**src/rtl/ecc_merge_pkg.sv**
```systemverilog
package ecc_merge_pkg;
  localparam int DATA_W = 32;
  localparam int BE_W   = DATA_W / 8;
  localparam int CHK_W  = 6;
  localparam int CW_W   = DATA_W + CHK_W + 1;

  typedef enum logic [1:0] {S_IDLE, S_RESP, S_FLUSH} mergeState_e;
  typedef enum logic [1:0] {ADDR_STORE, ADDR_READ, ADDR_SLOT} addrSel_e;

  typedef struct packed {
    logic     absorb;
    logic     clearSlot;
    logic     capRead;
    addrSel_e addrSel;
    logic     wrFromArr;
    logic     checkEn;
    logic     respValid;
  } ctrlStrb_t;

  // Hamming position of data bit idx: idx-th non-power-of-two from 3 up
  function automatic logic [CHK_W-1:0] posOf(input int idx);
    int n;
    logic [CHK_W-1:0] r;
    n = 0;
    r = '0;
    for (int q = 3; q < (1 << CHK_W); q++) begin
      if ((q & (q - 1)) != 0) begin
        if (n == idx) r = CHK_W'(q);
        n++;
      end
    end
    return r;
  endfunction

  function automatic logic [CHK_W-1:0] eccCheck(input logic [DATA_W-1:0] d);
    logic [CHK_W-1:0] c;
    logic [CHK_W-1:0] p;
    c = '0;
    for (int j = 0; j < DATA_W; j++) begin
      p = posOf(j);
      for (int k = 0; k < CHK_W; k++) if (p[k]) c[k] = c[k] ^ d[j];
    end
    return c;
  endfunction

  function automatic logic [CW_W-1:0] eccEncode(input logic [DATA_W-1:0] d);
    logic [CHK_W-1:0] c;
    c = eccCheck(d);
    return {^{c, d}, c, d};
  endfunction

  function automatic logic [DATA_W-1:0] byteMerge(input logic [DATA_W-1:0] base,
                                                  input logic [DATA_W-1:0] upd,
                                                  input logic [BE_W-1:0] be);
    logic [DATA_W-1:0] r;
    r = base;
    for (int b = 0; b < BE_W; b++) if (be[b]) r[8*b +: 8] = upd[8*b +: 8];
    return r;
  endfunction
endpackage

```
**src/rtl/ecc_merge_ctrl.sv**
```systemverilog
module ecc_merge_ctrl
  import ecc_merge_pkg::*;
(
  input  logic      clk,
  input  logic      rstN,
  input  logic      stValid,
  input  logic      rdValid,
  input  logic      flush,
  input  logic      slotValid,
  input  logic      stHit,
  input  logic      storeFull,
  input  logic      respHit,
  input  logic      dblErr,
  output logic      stReady,
  output logic      rdReady,
  output logic      arrRdEn,
  output logic      arrWrEn,
  output ctrlStrb_t strb
);
  mergeState_e state, nextState;
  logic conflict;

  assign conflict = slotValid && (flush || (stValid && !stHit));

  always_comb begin
    strb      = '0;
    stReady   = 1'b0;
    rdReady   = 1'b0;
    arrRdEn   = 1'b0;
    arrWrEn   = 1'b0;
    nextState = state;
    unique case (state)
      S_IDLE: begin
        rdReady = 1'b1;
        if (rdValid) begin
          arrRdEn      = 1'b1;
          strb.addrSel = ADDR_READ;
          strb.capRead = 1'b1;
          nextState    = S_RESP;
        end else if (conflict) begin
          arrRdEn      = 1'b1;
          strb.addrSel = ADDR_SLOT;
          nextState    = S_FLUSH;
        end else begin
          stReady = 1'b1;
          if (stValid) begin
            if (storeFull) begin
              arrWrEn        = 1'b1;
              strb.addrSel   = ADDR_STORE;
              strb.clearSlot = 1'b1;
            end else begin
              strb.absorb = 1'b1;
            end
          end
        end
      end
      S_RESP: begin
        strb.respValid = 1'b1;
        strb.checkEn   = 1'b1;
        if (respHit) begin
          strb.clearSlot = 1'b1;
          strb.addrSel   = ADDR_SLOT;
          strb.wrFromArr = 1'b1;
          arrWrEn        = !dblErr;
        end
        nextState = S_IDLE;
      end
      default: begin
        strb.checkEn   = 1'b1;
        strb.clearSlot = 1'b1;
        strb.addrSel   = ADDR_SLOT;
        strb.wrFromArr = 1'b1;
        arrWrEn        = !dblErr;
        nextState      = S_IDLE;
      end
    endcase
  end

  always_ff @(posedge clk) begin
    if (!rstN) state <= S_IDLE;
    else       state <= nextState;
  end
endmodule

```
**src/rtl/ecc_merge_dp.sv**
```systemverilog
module ecc_merge_dp
  import ecc_merge_pkg::*;
#(
  parameter int ADDR_W = 8
) (
  input  logic              clk,
  input  logic              rstN,
  input  ctrlStrb_t         strb,
  input  logic [ADDR_W-1:0] stAddr,
  input  logic [DATA_W-1:0] stData,
  input  logic [BE_W-1:0]   stBe,
  input  logic [ADDR_W-1:0] rdAddr,
  input  logic [CW_W-1:0]   arrRdData,
  output logic [ADDR_W-1:0] arrAddr,
  output logic [CW_W-1:0]   arrWrData,
  output logic [DATA_W-1:0] rdData,
  output logic              rdSingle,
  output logic              rdDouble,
  output logic              rdRespValid,
  output logic              errCorrected,
  output logic              errFatal,
  output logic              slotValid,
  output logic              stHit,
  output logic              storeFull,
  output logic              respHit,
  output logic              dblErr
);
  logic              slotValidQ;
  logic [ADDR_W-1:0] slotAddrQ, rdAddrQ;
  logic [DATA_W-1:0] slotDataQ;
  logic [BE_W-1:0]   slotBeQ;

  logic [DATA_W-1:0] storeMerged, corrData, arrMerged, wrWord;
  logic [BE_W-1:0]   storeBe;
  logic [CHK_W-1:0]  syndrome;
  logic              overall, sglErr;

  assign stHit       = slotValidQ && (stAddr == slotAddrQ);
  assign respHit     = slotValidQ && (slotAddrQ == rdAddrQ);
  assign storeMerged = stHit ? byteMerge(slotDataQ, stData, stBe) : stData;
  assign storeBe     = (stHit ? slotBeQ : '0) | stBe;
  assign storeFull   = &storeBe;
  assign slotValid   = slotValidQ;

  // Decode the word returned by the array
  always_comb begin
    syndrome = arrRdData[DATA_W +: CHK_W] ^ eccCheck(arrRdData[DATA_W-1:0]);
    overall  = ^arrRdData;
    corrData = arrRdData[DATA_W-1:0];
    for (int j = 0; j < DATA_W; j++)
      if (overall && (syndrome == posOf(j))) corrData[j] = ~arrRdData[j];
  end

  assign sglErr    = overall;
  assign dblErr    = !overall && (syndrome != '0);
  assign arrMerged = byteMerge(corrData, slotDataQ, slotBeQ);

  always_comb begin
    unique case (strb.addrSel)
      ADDR_READ: arrAddr = rdAddr;
      ADDR_SLOT: arrAddr = slotAddrQ;
      default:   arrAddr = stAddr;
    endcase
  end

  assign wrWord       = strb.wrFromArr ? arrMerged : storeMerged;
  assign arrWrData    = eccEncode(wrWord);
  assign rdRespValid  = strb.respValid;
  assign rdData       = respHit ? arrMerged : corrData;
  assign rdSingle     = strb.respValid && sglErr;
  assign rdDouble     = strb.respValid && dblErr;
  assign errCorrected = strb.checkEn && sglErr;
  assign errFatal     = strb.checkEn && dblErr;

  always_ff @(posedge clk) begin
    if (!rstN) begin
      slotValidQ <= 1'b0;
      slotAddrQ  <= '0;
      slotDataQ  <= '0;
      slotBeQ    <= '0;
      rdAddrQ    <= '0;
    end else begin
      if (strb.clearSlot) begin
        slotValidQ <= 1'b0;
        slotBeQ    <= '0;
      end else if (strb.absorb) begin
        slotValidQ <= 1'b1;
        slotAddrQ  <= stAddr;
        slotDataQ  <= storeMerged;
        slotBeQ    <= storeBe;
      end
      if (strb.capRead) rdAddrQ <= rdAddr;
    end
  end
endmodule

```
**src/rtl/ecc_store_merge.sv**
```systemverilog
module ecc_store_merge
  import ecc_merge_pkg::*;
#(
  parameter int ADDR_W = 8
) (
  input  logic              clk,
  input  logic              rstN,
  input  logic              stValid,
  output logic              stReady,
  input  logic [ADDR_W-1:0] stAddr,
  input  logic [31:0]       stData,
  input  logic [3:0]        stBe,
  input  logic              flush,
  input  logic              rdValid,
  output logic              rdReady,
  input  logic [ADDR_W-1:0] rdAddr,
  output logic              rdRespValid,
  output logic [31:0]       rdData,
  output logic              rdSingle,
  output logic              rdDouble,
  output logic              errCorrected,
  output logic              errFatal,
  output logic              arrRdEn,
  output logic              arrWrEn,
  output logic [ADDR_W-1:0] arrAddr,
  output logic [38:0]       arrWrData,
  input  logic [38:0]       arrRdData
);
  ctrlStrb_t strb;
  logic slotValid, stHit, storeFull, respHit, dblErr;

  ecc_merge_ctrl ctrl_i (
    .clk(clk), .rstN(rstN), .stValid(stValid), .rdValid(rdValid), .flush(flush),
    .slotValid(slotValid), .stHit(stHit), .storeFull(storeFull), .respHit(respHit),
    .dblErr(dblErr), .stReady(stReady), .rdReady(rdReady), .arrRdEn(arrRdEn),
    .arrWrEn(arrWrEn), .strb(strb)
  );

  ecc_merge_dp #(.ADDR_W(ADDR_W)) dp_i (
    .clk(clk), .rstN(rstN), .strb(strb), .stAddr(stAddr), .stData(stData), .stBe(stBe),
    .rdAddr(rdAddr), .arrRdData(arrRdData), .arrAddr(arrAddr), .arrWrData(arrWrData),
    .rdData(rdData), .rdSingle(rdSingle), .rdDouble(rdDouble), .rdRespValid(rdRespValid),
    .errCorrected(errCorrected), .errFatal(errFatal), .slotValid(slotValid),
    .stHit(stHit), .storeFull(storeFull), .respHit(respHit), .dblErr(dblErr)
  );
endmodule

```
**config.mk**
```make
export PLATFORM = sky130hd
export DESIGN_NAME = ecc_store_merge
export DESIGN_NICKNAME = d
export VERILOG_FILES = /design/src/rtl/ecc_merge_pkg.sv /design/src/rtl/ecc_merge_ctrl.sv /design/src/rtl/ecc_merge_dp.sv /design/src/rtl/ecc_store_merge.sv
export SDC_FILE = /design/constraint.sdc
export NUM_CORES = 1
export LEC_CHECK = 0
export ABC_AREA = 1
export BUFFER_PORTS_ARGS = -buffer_cell sky130_fd_sc_hd__buf_2
export CAP_MARGIN = 5
export CELL_PAD_IN_SITES_DETAIL_PLACEMENT = 1
export CELL_PAD_IN_SITES_GLOBAL_PLACEMENT = 1
export CORE_MARGIN = 8
export CORE_UTILIZATION = 33
export DETAILED_ROUTE_END_ITERATION = 10
export MAX_ROUTING_LAYER = met4
export PLACE_DENSITY_LB_ADDON = 0.05
export RECOVER_POWER = 25
export SLEW_MARGIN = 15
export SYNTH_ARGS = -nofsm -noshare
export SYNTH_HDL_FRONTEND = slang
export SYNTH_SLANG_ARGS = --single-unit
```
**constraint.sdc**
```tcl
create_clock -name clk -period 4.1 [get_ports clk]
set_input_delay 0.82 -clock clk [delete_from_list [all_inputs] [get_ports clk]]
set_output_delay 0.82 -clock clk [all_outputs]
set_load 0.01 [all_outputs]
```
==> run summary, run 1 <==
WL/cell - 31.15 um
die span in x - 179.2 um
VDD IR max - 347.2 uV
PnR worst setup slack - -2.283 ns
Startpoint Class - input pin
setup TNS - -52.00 ns
Placed Cells - 2495
final hold violations - 0
vias in the first global route - 15042
Worst-Margin Slew - 1.881 ns
CTS Hold Bufs - 0
Synth Warn # - 0
Mapped Nets - 1828
area grow syn2layout - 98.51%
Synth cell types - 47
largest net degree at the start of global routing - 47
post-synthesis sequential area ratio - 12.53%
Placed Instance Area - 12340 sq um
layout cell share with drive strength beyond 1 - 58.34%
min cycle time layout - 6.383 ns
Routed Antenna Nets - 0
critical path type - in -> out
Final nets - 2383
crit path max-delay cell type - nand3_1
critical path required time - 3.28 ns
# Max-Cap Violations - 1
P per Cell Area - 297.9 nW/um^2
CTS tree - yes
leakage - 8.738 nW
Synth Cell Area - 8790 sq um
FFs w/ async S/R, synth - 0%
Layout Utilization - 66.77%
starting DRC count in detailed routing - 2099
Period Utilization, post-route - 155.7%
Num CTS Buffers - 5
setup slack at placement - -1.497 ns
relative slew slack - -25.40%
status - finished, violations left
Post-synth EDFFs - 0
PortBufs - 183
fillers - 3385
Die Y - 179.2 um
crit-path max cell delay - 0.42 ns
Core ar. - 26130 sq um
DR pass1 iterations - 6
Yosys reg bits - 55
Final Non-Filler Cells - 2621
Finish-stage setup viols - 91
highest clock rate - 156.7 MHz
commonest non-fill, non-tap cells in the layout - nand2_1, buf_4, nand2_2, nand2_4, buf_2
via count - 17069
final hold slack - 0.4909 ns
failing checks - capacitance limit, slew limit, setup timing
Pins Over Slew Limit - 35
arrival time worst endpoint - 5.56 ns
antenna violations before repair - 1
CP max FO - 4
total grt overflow - 0
Worst Skew - 0.01534 ns
Avg Vias per Cell - 6.512
DRC violations left - 0
kind of end point of the critical path - output port
Max H-tree Level - 2
Final HPWL DP - 39.84 mm
Reg clk slew, reported paths - 0.08 ns
Die Area - 32110 sq um
RSZ-0062 raised after global routing - yes
gpl congestion - 0.9896
total power - 5.197 mW
Cells after Synth - 1730
total track usage - 35.44%
global-route wire length before repair - 85.50 mm
Clock Sinks - 55
ys flop type - dfxtp_1
most used cell, CP - nand2_2
Max Root-Sink Buffers - 2
Starting Density - 33.63%
root buffer cell - clkbuf_16
mean post-synth cell area - 5.081 sq um
post-route cell area - 17450 sq um
Clock Latency Late Sink - 0.32 ns
boundary pin count - 184
most common cell after layout, fill and taps aside - nand2_1
Detailed Route WL - 81.64 mm
Std-Cell Rows - 59
worst hold path type - reg -> reg
[cell families (layout without fill, tap and decap cells)]
family	Yosys count	in the layout	share of synthesized area [%]
AOI/OAI and AO/OA	166	166	11.07
xor gates and xnor gates	41	41	4.085
muxes	13	13	1.480
and+or+nand+nor	1245	1247	60.84
adders and majority gates	2	2	0.2847
DFF	55	55	12.53
buffers and inverters	208	761	9.708
other	0	1	0
[worst paths after layout]
check	startpoint	to	cells past startpoint	slack, ns
worst max register to register	dp_i.slotAddrQ[6]	dp_i.slotAddrQ[2]	15	0.02
worst min-delay path	dp_i.slotDataQ[3]	dp_i.slotDataQ[3]	2	0.49
worst max-delay path	arrRdData[22]	arrWrData[38]	34	-2.28
worst min register to register	dp_i.slotDataQ[3]	dp_i.slotDataQ[3]	2	0.49
[per-layer routing]
metal	track usage, %	part of all wire (%)	vias to the layer above	wire [um]
li1	-	-	6635	-
met1	41.08	35	8059	28440
met2	58.89	43	1680	34830
met3	4.023	12	695	9929
met4	20.41	10	0	8438
met5	-	0	-	0
[state kept, by name, summed over array words and instances, names as in the netlist]
signal / cells
dp_i.slotDataQ: 32
dp_i.rdAddrQ: 8
dp_i.slotAddrQ: 8
dp_i.slotBeQ: 4
ctrl_i.state: 2
dp_i.slotValid: 1
[repair_timing]
item                       in CTS  in global routing
gates cloned                    3                  1
setup buffers                  80                 53
gates resized for setup       536                542
pin swaps                     176                205
setup endpoints to repair      71                 80
hold endpoints to repair        0                  0
[cell usage after synthesis, types with 21 or more instances]
master	number	area, sq um
nor2_1	86	322.8
nand2_1	829	3112
inv_2	26	97.59
inv_1	120	450.4
nand2_2	39	244.0
dfxtp_1	55	1101
clkbuf_1	32	120.1
a21oi_1	39	195.2
xor2_1	21	183.9
or2_2	31	193.9
nand3_1	217	1086
o21ai_0	71	355.3
[power by group]
part           total [mW]  switching [mW]  internal (mW)  leakage [nW]
clock               0.480           0.253          0.228        0.0663
combinational        4.10            2.57           1.54          8.22
sequential          0.613          0.0367          0.576         0.452
total                5.20            2.86           2.34          8.74
[worst max-delay path, delay by kind of cell]
family | cells | cell delay [ns]
buf+inv | 4 | 0.42
simple gates | 30 | 4.30
[cell type report]
cell class / instances / area [sq um] / share of cell area [%]
clock inverter: 2 / 16.27 / 0.09322
antenna: 1 / 2.502 / 0.01434
sequential: 55 / 1101 / 6.311
timing repair inverter: 1 / 8.758 / 0.05020
multi-input combinational: 1469 / 10160 / 58.21
inverter: 148 / 683.2 / 3.915
clock buffer: 5 / 125.1 / 0.7171
tap: 335 / 419.2 / 2.402
timing repair buffer: 605 / 4935 / 28.28
Power figures use the tool's default switching activity.
==> run 2: changes to the inputs <==
CORE_MARGIN = not set   (was 8)
==> run summary, run 2 <==
status - did not finish (was finished, violations left)
Fail Step - 5_1_grt
Error - [ERROR GRT-0232] Routing congestion too high. Check the congestion heatmap in the GUI.
total grt overflow - 6
ys flop type - dfxtp_1 (unchanged)
Mapped Nets - 1828 (unchanged)
Yosys top cell by area - nand2_1 (unchanged)
Synth Warn # - 0 (unchanged)
largest net degree at the start of global routing - 52
total track usage - 77.53%
Std-Cell Rows - 59 (unchanged)
Die Y - 165.2 um (was 179.2 um)
boundary pin count - 184 (unchanged)
Clock Sinks - 55 (unchanged)
Post-synth EDFFs - 0 (unchanged)
Max H-tree Level - 2 (unchanged)
Num CTS Buffers - 5 (unchanged)
Post-synth top cells - nand2_1, nand3_1, inv_1, nor2_1, o21ai_0 (unchanged)
die span in x - 165.2 um (was 179.2 um)
root buffer cell - clkbuf_16 (unchanged)
post-synthesis sequential area ratio - 12.53% (unchanged)
Synth cell types - 47 (unchanged)
Placed Cells - 2475 (was 2495)
CTS Hold Bufs - 0 (unchanged)
Final HPWL DP - 38.08 mm (was 39.84 mm)
Starting Density - 33.73% (was 33.63%)
most numerous cell in the Yosys netlist - nand2_1 (unchanged)
PortBufs - 183 (unchanged)
Cells after Synth - 1730 (unchanged)
Yosys reg bits - 55 (unchanged)
Worst End Pin Type - top-level output
gpl congestion - 0.9878 (was 0.9896)
antenna violations before repair - 1
mean post-synth cell area - 5.081 sq um (unchanged)
Max Root-Sink Buffers - 2 (unchanged)
Worst EP post-GRT repair - arrWrData[38]
FFs w/ async S/R, synth - 0% (unchanged)
Synth Cell Area - 8790 sq um (unchanged)
Synth area leaders - nand2_1, dfxtp_1, nand3_1 (unchanged)
top-area cell type share of the netlist area - 35.40% (unchanged)
==> run 2: cell counts after synthesis <==
Identical to the previous run, type by type.
==> run 2: logic make-up after synthesis <==
| group | share of synthesized area, % |
|---|---|
| adder cells (fa/ha/maj) | 0.2847 |
| flip-flops | 12.53 |
| AO/OA/AOI/OAI | 11.07 |
| AND/OR/NAND/NOR | 60.84 |
| XOR/XNOR | 4.085 |
| buffers and inverters | 9.708 |
| multiplexers | 1.480 |
==> run 2: layer usage <==
metal	overflow	global-route usage (%)
met5	-	-
met4	4	72.44
met3	0	65.16
met2	2	90.93
met1	0	76.21
==> run 2: stage by stage <==
stage	worst slack, ns	TNS (ns)	hold slack, ns	instance area [sq um]
floorplan	-0.2673	-0.2673	0.4491	8857
CTS	-0.8713	-4.612	0.4883	14240
global placement	-1.285	-11.09	0.4651	12100
detailed placement	-1.304	-13.13	0.4751	12100
==> run 2: what timing repair did <==
item,4_1_cts
pin swaps,189
gates cloned,2
buffers inserted,50
gates resized for setup,451
setup endpoints to repair,61
==> run 3: changes to the inputs <==
CELL_PAD_IN_SITES_DETAIL_PLACEMENT = not set   (was 1)
CELL_PAD_IN_SITES_GLOBAL_PLACEMENT = not set   (was 1)
CORE_UTILIZATION = 38   (was 33)
MAX_ROUTING_LAYER = not set   (was met4)
PLACE_DENSITY_LB_ADDON = 0.15   (was 0.05)
clock period = 5.3 ns   (was 4.1 ns; I/O delays follow)
==> run summary, run 3 (synthesis gave the netlist of run 1 again) <==
gpl congestion - 0.9749 (was 0.9878)
Detailed Route WL - 41.77 mm
failing checks - capacitance limit, slew limit, setup timing
Final nets - 2290
CTS tree - yes
setup TNS - -0.9194 ns
Std-Cell Rows - 55 (was 59)
Max H-tree Level - 2 (unchanged)
max reg flops - 32
Worst-Margin Slew - 1.673 ns
kind of end point of the critical path - output port
starting DRC count in detailed routing - 811
Worst Setup SP - arrRdData[25]
fillers - 2269
vias in the first global route - 11535
Avg Vias per Cell - 5.191
Top Registers - dp_i.slotDataQ x32, dp_i.rdAddrQ x8, dp_i.slotAddrQ x8
antenna violations before repair - 2
Pins Over Slew Limit - 79
via count - 12864
reg2reg start - dp_i.slotAddrQ[0]
Biggest register - dp_i.slotDataQ
setup slack, reg-to-reg - 1.66 ns
VDD IR max - 152.9 uV
CTS Hold Bufs - 0 (unchanged)
PortBufs - 183 (unchanged)
root buffer cell - clkbuf_16 (unchanged)
relative slew slack - -11.51%
DRC violations left - 0
leakage - 7.736 nW
total grt overflow - 0
worst reg2reg endpoint - dp_i.slotAddrQ[3]
RSZ-0062 raised after global routing - yes
Final HPWL DP - 32.50 mm (was 38.08 mm)
Finish-stage setup viols - 6
Max Root-Sink Buffers - 2 (unchanged)
boundary pin count - 184 (unchanged)
area grow syn2layout - 67.74%
Die Area - 23740 sq um
total track usage - 33.63%
PnR worst setup slack - -0.2608 ns
r2r worst-path depth - 13
highest clock rate - 179.8 MHz
min cycle time layout - 5.561 ns
Routed Antenna Nets - 0
Num CTS Buffers - 5 (unchanged)
commonest non-fill, non-tap cells in the layout - nand2_1, buf_4, nand2_2, buf_2, nand3_1
# Max-Cap Violations - 2
Starting Density - 38.82% (was 33.73%)
Reg clk slew, reported paths - 0.07 ns
most common cell after layout, fill and taps aside - nand2_1
WL/cell - 16.86 um
worst hold path type - reg -> reg
Period Utilization, post-route - 104.9%
layout cell share with drive strength beyond 1 - 47.97%
Hold Path Cell Cnt - 2
DR pass1 iterations - 7
P per Cell Area - 209.7 nW/um^2
final hold violations - 0
largest net degree at the start of global routing - 63
CP max FO - 7
worst hold endpoint - dp_i.slotDataQ[0]
crit path max-delay cell type - nor2_4
die span in x - 154.1 um (was 165.2 um)
Die Y - 154.1 um (was 165.2 um)
most used cell, CP - nand2_2
Worst Skew - 0.01084 ns
Startpoint Class - input pin
Placed Cells - 2381 (was 2475)
Core ar. - 22640 sq um
Clock Sinks - 55 (unchanged)
min-delay src - dp_i.slotDataQ[0]
status - finished, violations left (was did not finish)
Diodes inserted - 0
Final Non-Filler Cells - 2478
global-route wire length before repair - 61.93 mm
critical path type - in -> out
arrival time worst endpoint - 4.50 ns
critical path required time - 4.24 ns
Clock Latency Late Sink - 0.31 ns
crit-path max cell delay - 0.19 ns
run 3: per-stage QoR:
stage          hold slack [ns]  util (%)  worst slack (ns)  power (mW)  cell area (sq um)
2_1_floorplan           0.4491         -            0.3829       1.407               8790
3_3_place_gp            0.4651     51.51           -0.7635       2.084              11660
3_5_place_dp            0.4718     51.51           -0.7327       2.090              11660
4_1_cts                 0.4839     59.30           -0.1604       2.819              13430
5_1_grt                 0.5018     65.12           -0.4653       3.276              14740
6_report                0.4791     65.12           -0.2608       3.092              14740
run 3: layout make-up:
| class | instances | area (sq um) | area share [%] |
|---|---|---|---|
| well taps | 285 | 356.6 | 2.419 |
| clock buffers | 5 | 125.1 | 0.8486 |
| repair buffers | 512 | 3734 | 25.32 |
| flip-flops and latches | 55 | 1101 | 7.468 |
| multi-input cells | 1470 | 8752 | 59.36 |
| inverters | 148 | 620.6 | 4.209 |
| clock inverters | 3 | 55.05 | 0.3734 |
run 3: per-layer routing:
layer  up-vias  wire (um)  part of all wire [%]  track usage, %
li1       6437          -                     -               -
met3        82       2379                   5.7           2.227
met2       441      19630                    47           57.42
met1      5904      17560                    42           42.76
met4         0       2201                   5.3           16.67
met5         -          0                     0               0
run 3: worst max-delay path by stage:
stage / endpoint / slack [ns] / cells after the start
floorplan: arrWrData[38] / 0.38 / 31
global placement: arrWrData[38] / -0.76 / 35
detailed placement: arrWrData[38] / -0.73 / 31
CTS: arrWrData[38] / -0.16 / 39
global route: arrWrData[38] / -0.47 / 40
finish: arrWrData[38] / -0.26 / 36
run 3: worst max-delay path: cells and delay by family:
| family | cells | cell delay [ns] |
|---|---|---|
| buf+inv | 9 | 0.96 |
| simple gates | 27 | 2.46 |
run 3: what timing repair did:
item	in CTS	in global routing
resized for setup	334	274
pin swaps	127	162
setup endpoints to repair	7	8
buffers inserted	54	31
gates cloned	3	1
run 3: report_power, final:
part / total [mW] / internal [mW] / switching [mW]
clock network: 0.409 / 0.229 / 0.180
logic: 2.21 / 0.922 / 1.29
registers: 0.473 / 0.446 / 0.0274
